[src/rtl/uexc_pkg.sv]
package uexc_pkg;

    localparam int WORD_W  = 16;
    localparam int BANK_W  = 8;
    localparam int NWORDS  = 6;
    localparam int IDX_W   = $clog2(NWORDS);

    typedef logic [WORD_W-1:0] word_t;
    typedef logic [BANK_W-1:0] bank_t;

    typedef struct packed {
        word_t ps;
        word_t pc;
        bank_t pbank;
        bank_t dbank;
        bank_t xbank;
        bank_t dpage;
        word_t acc_hi;
        word_t acc_lo;
    } ctx_t;

    // Word pushed at step idx: status first, accumulator low last.
    function automatic word_t push_word(ctx_t c, logic [IDX_W-1:0] idx);
        word_t w;
        case (idx)
            IDX_W'(0): w = c.ps;
            IDX_W'(1): w = c.pc;
            IDX_W'(2): w = {c.pbank, c.dbank};
            IDX_W'(3): w = {c.xbank, c.dpage};
            IDX_W'(4): w = c.acc_hi;
            default:   w = c.acc_lo;
        endcase
        return w;
    endfunction

endpackage

[src/rtl/uexc_snapshot.sv]
module uexc_snapshot
    import uexc_pkg::*;
(
    input  logic clk,
    input  logic rst,
    input  logic load,
    input  ctx_t ctx_in,
    output ctx_t ctx_q
);

    always_ff @(posedge clk) begin
        if (rst)       ctx_q <= '0;
        else if (load) ctx_q <= ctx_in;
    end

endmodule

[src/rtl/uexc_push_seq.sv]
module uexc_push_seq
    import uexc_pkg::*;
#(
    parameter int ADDR_W = 16
) (
    input  logic              clk,
    input  logic              rst,
    input  logic              start,
    input  logic [ADDR_W-1:0] sp_start,
    input  ctx_t              ctx,
    output logic              active,
    output logic              we,
    output logic [ADDR_W-1:0] addr,
    output word_t             wdata,
    output logic              last,
    output logic [ADDR_W-1:0] sp_q
);

    localparam logic [ADDR_W-1:0] STEP = ADDR_W'(WORD_W / 8);
    localparam logic [IDX_W-1:0]  LAST_IDX = IDX_W'(NWORDS - 1);

    logic [IDX_W-1:0] idx;
    logic [ADDR_W-1:0] sp_dec;

    assign sp_dec = sp_q - STEP;
    assign we     = active;
    assign addr   = active ? sp_dec : '0;
    assign wdata  = active ? push_word(ctx, idx) : '0;
    assign last   = active && (idx == LAST_IDX);

    always_ff @(posedge clk) begin
        if (rst) begin
            active <= 1'b0;
            idx    <= '0;
            sp_q   <= '0;
        end else if (start && !active) begin
            active <= 1'b1;
            idx    <= '0;
            sp_q   <= sp_start;
        end else if (active) begin
            sp_q <= sp_dec;
            idx  <= idx + 1'b1;
            if (idx == LAST_IDX) active <= 1'b0;
        end
    end

    // consecutive writes step down by one word
    p_addr_step_r2: assert property (@(posedge clk) disable iff (rst)
        (we && $past(we)) |-> (addr == $past(addr) - STEP));

    // a write burst never breaks before its last word
    p_burst_whole_r2: assert property (@(posedge clk) disable iff (rst)
        (we && !last) |=> we);

endmodule

[src/rtl/uexc_vector.sv]
module uexc_vector
    import uexc_pkg::*;
#(
    parameter int ADDR_W   = 16,
    parameter int VEC_BASE = 'hFFFC,
    parameter int EXC_NUM  = 10,
    parameter int I_BIT    = 6,
    parameter int S_BIT    = 5
) (
    input  logic              clk,
    input  logic              rst,
    input  logic              push_last,
    input  word_t             ps_saved,
    output logic              vec_valid,
    output logic [ADDR_W-1:0] vec_addr,
    output word_t             psw_new
);

    localparam logic [ADDR_W-1:0] VEC_ENTRY = ADDR_W'(VEC_BASE - 4 * EXC_NUM);

    always_ff @(posedge clk) begin
        if (rst) vec_valid <= 1'b0;
        else     vec_valid <= push_last;
    end

    assign vec_addr = vec_valid ? VEC_ENTRY : '0;

    always_comb begin
        psw_new        = ps_saved;
        psw_new[I_BIT] = 1'b0;
        psw_new[S_BIT] = 1'b1;
    end

    // the strobe lasts a single cycle
    p_strobe_single_r7: assert property (@(posedge clk) disable iff (rst)
        vec_valid |=> !vec_valid);

    // the strobe follows the final push
    p_strobe_after_last_r7: assert property (@(posedge clk) disable iff (rst)
        vec_valid |-> $past(push_last));

endmodule

[src/rtl/uexc_entry.sv]
module uexc_entry
    import uexc_pkg::*;
#(
    parameter int ADDR_W   = 16,
    parameter int VEC_BASE = 'hFFFC,
    parameter int EXC_NUM  = 10,
    parameter int I_BIT    = 6,
    parameter int S_BIT    = 5
) (
    input  logic              clk,
    input  logic              rst,
    input  logic              undef_req,
    input  logic [15:0]       undef_pc,
    input  logic [15:0]       acc_lo,
    input  logic [15:0]       acc_hi,
    input  logic [7:0]        dpage,
    input  logic [7:0]        dbank,
    input  logic [7:0]        xbank,
    input  logic [7:0]        pbank,
    input  logic [15:0]       psw_in,
    input  logic [ADDR_W-1:0] ssp_in,
    output logic              busy,
    output logic              stk_we,
    output logic [ADDR_W-1:0] stk_addr,
    output logic [15:0]       stk_wdata,
    output logic              vec_valid,
    output logic [ADDR_W-1:0] vec_addr,
    output logic [15:0]       psw_new,
    output logic [ADDR_W-1:0] ssp_new
);

    ctx_t ctx_live, ctx_q;
    logic accept, push_active, push_last;
    logic [ADDR_W-1:0] sp_q;

    assign ctx_live = '{ps: psw_in, pc: undef_pc, pbank: pbank, dbank: dbank,
                        xbank: xbank, dpage: dpage, acc_hi: acc_hi, acc_lo: acc_lo};

    assign busy   = push_active || vec_valid;
    assign accept = undef_req && !busy;

    uexc_snapshot u_snap (
        .clk    (clk),
        .rst    (rst),
        .load   (accept),
        .ctx_in (ctx_live),
        .ctx_q  (ctx_q)
    );

    uexc_push_seq #(.ADDR_W(ADDR_W)) u_push (
        .clk      (clk),
        .rst      (rst),
        .start    (accept),
        .sp_start (ssp_in),
        .ctx      (ctx_q),
        .active   (push_active),
        .we       (stk_we),
        .addr     (stk_addr),
        .wdata    (stk_wdata),
        .last     (push_last),
        .sp_q     (sp_q)
    );

    uexc_vector #(
        .ADDR_W(ADDR_W), .VEC_BASE(VEC_BASE), .EXC_NUM(EXC_NUM),
        .I_BIT(I_BIT), .S_BIT(S_BIT)
    ) u_vec (
        .clk       (clk),
        .rst       (rst),
        .push_last (push_last),
        .ps_saved  (ctx_q.ps),
        .vec_valid (vec_valid),
        .vec_addr  (vec_addr),
        .psw_new   (psw_new)
    );

    assign ssp_new = sp_q;

    // the captured context holds while a sequence runs
    p_ctx_hold_r9: assert property (@(posedge clk) disable iff (rst)
        busy |=> $stable(ctx_q));

    // no stack write or strobe while idle
    p_idle_quiet_r10: assert property (@(posedge clk) disable iff (rst)
        !busy |-> (!stk_we && !vec_valid));

    // busy stays up until the strobe
    p_busy_hold_r1: assert property (@(posedge clk) disable iff (rst)
        (busy && !vec_valid) |=> busy);

    // flags forced at the strobe
    p_flags_r6: assert property (@(posedge clk) disable iff (rst)
        vec_valid |-> (!psw_new[I_BIT] && psw_new[S_BIT]));

endmodule

[config.mk]
export PLATFORM = sky130hd
export DESIGN_NAME = uexc_entry
export DESIGN_NICKNAME = d
export VERILOG_FILES = /design/src/rtl/uexc_pkg.sv /design/src/rtl/uexc_snapshot.sv /design/src/rtl/uexc_push_seq.sv /design/src/rtl/uexc_vector.sv /design/src/rtl/uexc_entry.sv
export SDC_FILE = /design/constraint.sdc
export NUM_CORES = 1
export LEC_CHECK = 0
export BUFFER_PORTS_ARGS = -buffer_cell sky130_fd_sc_hd__buf_2
export CAP_MARGIN = 20
export CORE_MARGIN = 2
export CORE_UTILIZATION = 31
export CTS_CLUSTER_SIZE = 28
export DETAILED_ROUTE_END_ITERATION = 10
export PLACE_DENSITY = 0.63
export SYNTH_ARGS = -nofsm -noshare
export SYNTH_HDL_FRONTEND = slang
export SYNTH_HIERARCHICAL = 1
export SYNTH_SLANG_ARGS = --single-unit
[constraint.sdc]
create_clock -name clk -period 3.1 [get_ports clk]
set_input_delay 0.465 -clock clk [delete_from_list [all_inputs] [get_ports clk]]
set_output_delay 0.465 -clock clk [all_outputs]
set_load 0.01 [all_outputs]
==> flow_metrics.env <==
export IMPL_clk_pin_slew_worst_paths_ns=0.06
export IMPL_worstSetupPathType="reg -> out"
export IMPL_fin_crit_sh_pct=98.1
export IMPL_cts_resized=1
export IMPL_firstDrtPassIters=5
export IMPL_grt_max_degree=70
export IMPL_setup_ws_ns=0.0580
export IMPL_globalplace_congestion=0.841
export IMPL_cts_tree="yes"
export IMPL_hold_path_class="in -> reg"
export IMPL_maxCapViolCount=0
export IMPL_setup_tns_ns=0
export IMPL_pre_cts_ws_ns=0.416
export IMPL_max_freq_mhz=329
export IMPL_cp_arrival_ns=2.58
export IMPL_track_usage_pct=17.5
export IMPL_io_buffers=191
export IMPL_die_y_um=140
export IMPL_yosysSeqAreaShare_pct=41.1
export IMPL_ys_warn_count=6
export IMPL_via_per_inst=4.82
export IMPL_required_ns=2.63
export IMPL_ir_drop_mv=0.428
export IMPL_final_nets=882
export IMPL_power_total_mw=4.43
export IMPL_htreeDepth=4
export IMPL_async_flop_share_pct=0
export IMPL_start_util_pct=31.6
export IMPL_synth_edf_count=0
export IMPL_drt_iter0_drc=451
export IMPL_antenna_found_initial=3
export IMPL_end_kind="output pin"
export IMPL_root_buffer="clkbuf_16"
export IMPL_wl_per_cell_um=17.2
export IMPL_min_period_ns=3.04
export IMPL_fillers=1850
export IMPL_core_area_sq_um=18000
export IMPL_setup_viol=0
export IMPL_worst_setup_path_start_kind="flop"
export IMPL_worst_pin_slew_ns=0.806
export IMPL_fp_row_count=49
export IMPL_slew_violations=0
export IMPL_drive_gt1_share_pct=31.7
export IMPL_rsz0062_at_grt="no"
export IMPL_grt_pass1_vias=4505
export IMPL_die_w_um=140
export IMPL_cts_setup_buffers=0
export IMPL_syn_area_sq_um=5700
export IMPL_ys_types=46
export IMPL_clock_path_buffers=2
export IMPL_slew_headroom_pct=46.2
export IMPL_clock_sinks=117
export IMPL_hold_viol=0
export IMPL_grt_pass1_wl_mm=26.2
export IMPL_drc=0
export IMPL_ys_ff_latch=117
export IMPL_fin_skew_ns=0.0137
export IMPL_num_io_pins=198
export IMPL_crit_fanout=8
export IMPL_dieArea_sq_um=19500
export IMPL_hpwl_mm=12.4
export IMPL_synth_area_per_cell_sq_um=9.29
export IMPL_num_vias=4846
export IMPL_clk_latency_ns=0.42
export IMPL_fin_util_pct=39.7
export IMPL_p_per_area_nw_per_um2=619
export IMPL_synth_ff_type="dfxtp_1"
export IMPL_p_leak_nw=3.25
export IMPL_cts_hold_buf=0
export IMPL_ant_nets=0
export IMPL_grt_ovfl_total=0
export IMPL_status="finished, final reports clean"
export IMPL_area_growth_syn_to_layout_pct=25.7
export IMPL_synthCells=613
export IMPL_numCtsBuffers=17
export IMPL_wl_mm=17.3
critical path, stage by stage, from the launching register on:
cell and delay, ns:
dfxtp_2 0.35, or4_4 0.54, or4_4 0.48, or4_4 0.50, a21oi_2 0.14, buf_2 0.15
where the power goes:
| group | switching, mW | internal [mW] |
|---|---|---|
| Clock | 0.727 | 1.26 |
| Sequential | 0.101 | 1.61 |
| Combinational | 0.397 | 0.335 |
cells in the mapped netlist (2+ instances only):
library cell / number / area share, %
clkbuf_1: 24 / 1.6
or2_2: 2 / 0.22
nand2_1: 26 / 1.7
o21a_1: 23 / 3.0
a2111oi_0: 2 / 0.31
buf_12: 4 / 1.4
and2_1: 2 / 0.22
a22o_1: 2 / 0.31
a211oi_1: 8 / 1.1
inv_1: 8 / 0.53
buf_2: 2 / 0.18
conb_1: 2 / 0.13
a222oi_1: 16 / 2.8
or4_1: 4 / 0.53
nor3_1: 6 / 0.53
xnor2_1: 6 / 0.92
nor2_1: 124 / 8.2
a21oi_1: 19 / 1.7
dfxtp_1: 117 / 41
nand2b_1: 5 / 0.55
buf_4: 40 / 5.3
xor2_1: 3 / 0.46
nor4_1: 4 / 0.44
a22oi_1: 16 / 2.1
buf_1: 6 / 0.40
ha_1: 6 / 1.3
mux2i_1: 110 / 19
nor2b_1: 7 / 0.77
nor3b_1: 2 / 0.26
flip-flops by register name (all words and copies together), names as in the netlist:
register and cells:
u_vec/vec_valid 1, u_push/idx 3, u_snap/ctx_q 96, u_push/active 1, u_push/sp_q 16
placed cells by master, fill, tap and decap left out, drive strengths merged, types with 8 or more instances in the layout:
| cell | synthesis | layout |
|---|---|---|
| nor2 | 124 | 124 |
| o21a | 23 | 23 |
| mux2i | 110 | 110 |
| buf | 54 | 203 |
| nor2b | 8 | 8 |
| a211oi | 8 | 8 |
| inv | 8 | 9 |
| nand2 | 26 | 26 |
| clkbuf | 24 | 19 |
| a21oi | 19 | 19 |
| dfxtp | 117 | 117 |
| a222oi | 16 | 16 |
| a22oi | 16 | 16 |
through the flow:
step	area (sq um)	hold slack, ns	cells
2_1_floorplan	5710	0.460	617
3_3_place_gp	6550	0.475	971
3_5_place_dp	6550	0.483	971
4_1_cts	7150	0.267	1003
5_1_grt	7160	0.273	1005
6_report	7160	0.281	1005
routing by layer:
layer	share of wire (%)	vias to the layer above	track usage, %	wire length (um)
li1	-	2394	-	-
met1	47	2243	24.1	8180
met2	44	186	26.1	7630
met3	7.2	21	5.20	1240
met4	1.4	2	5.89	244
met5	0.075	-	0	13
layout make-up:
| type | count | area (sq um) | area share, % |
|---|---|---|---|
| inverter | 9 | 33.8 | 0.472 |
| timing repair buffer | 203 | 1070 | 15.0 |
| multi-input combinational | 413 | 2830 | 39.5 |
| antenna | 2 | 5.00 | 0.0699 |
| sequential | 117 | 2340 | 32.7 |
| clock inverter | 13 | 158 | 2.20 |
| clock buffer | 19 | 433 | 6.04 |
| tap | 229 | 287 | 4.00 |
final timing paths:
| kind | from | end | slack [ns] | cells past startpoint |
|---|---|---|---|---|
| max | u_push/sp_q[8]$_SDFFE_PP0P_ | stk_addr[15] | 0.06 | 5 |
| min | undef_pc[2] | u_snap/ctx_q[66]$_SDFFE_PP0P_ | 0.28 | 3 |
| max reg2reg | u_push/sp_q[8]$_SDFFE_PP0P_ | u_push/sp_q[15]$_SDFFE_PP0P_ | 0.93 | 4 |
| min reg2reg | u_snap/ctx_q[23]$_SDFFE_PP0P_ | u_snap/ctx_q[23]$_SDFFE_PP0P_ | 0.49 | 2 |
cells by family (layout without fill, tap and decap cells):
group / after synthesis / after routing / synth area share [%]
xor+xnor: 9 / 9 / 1.38
buf+inv: 87 / 244 / 9.89
simple gates: 189 / 189 / 14.4
compound gates: 92 / 92 / 12.2
fa+ha+maj: 6 / 6 / 1.32
flops: 117 / 117 / 41.1
mux: 111 / 111 / 19.5
other cells: 2 / 8 / 0.132
Power figures use the tool's default switching activity.
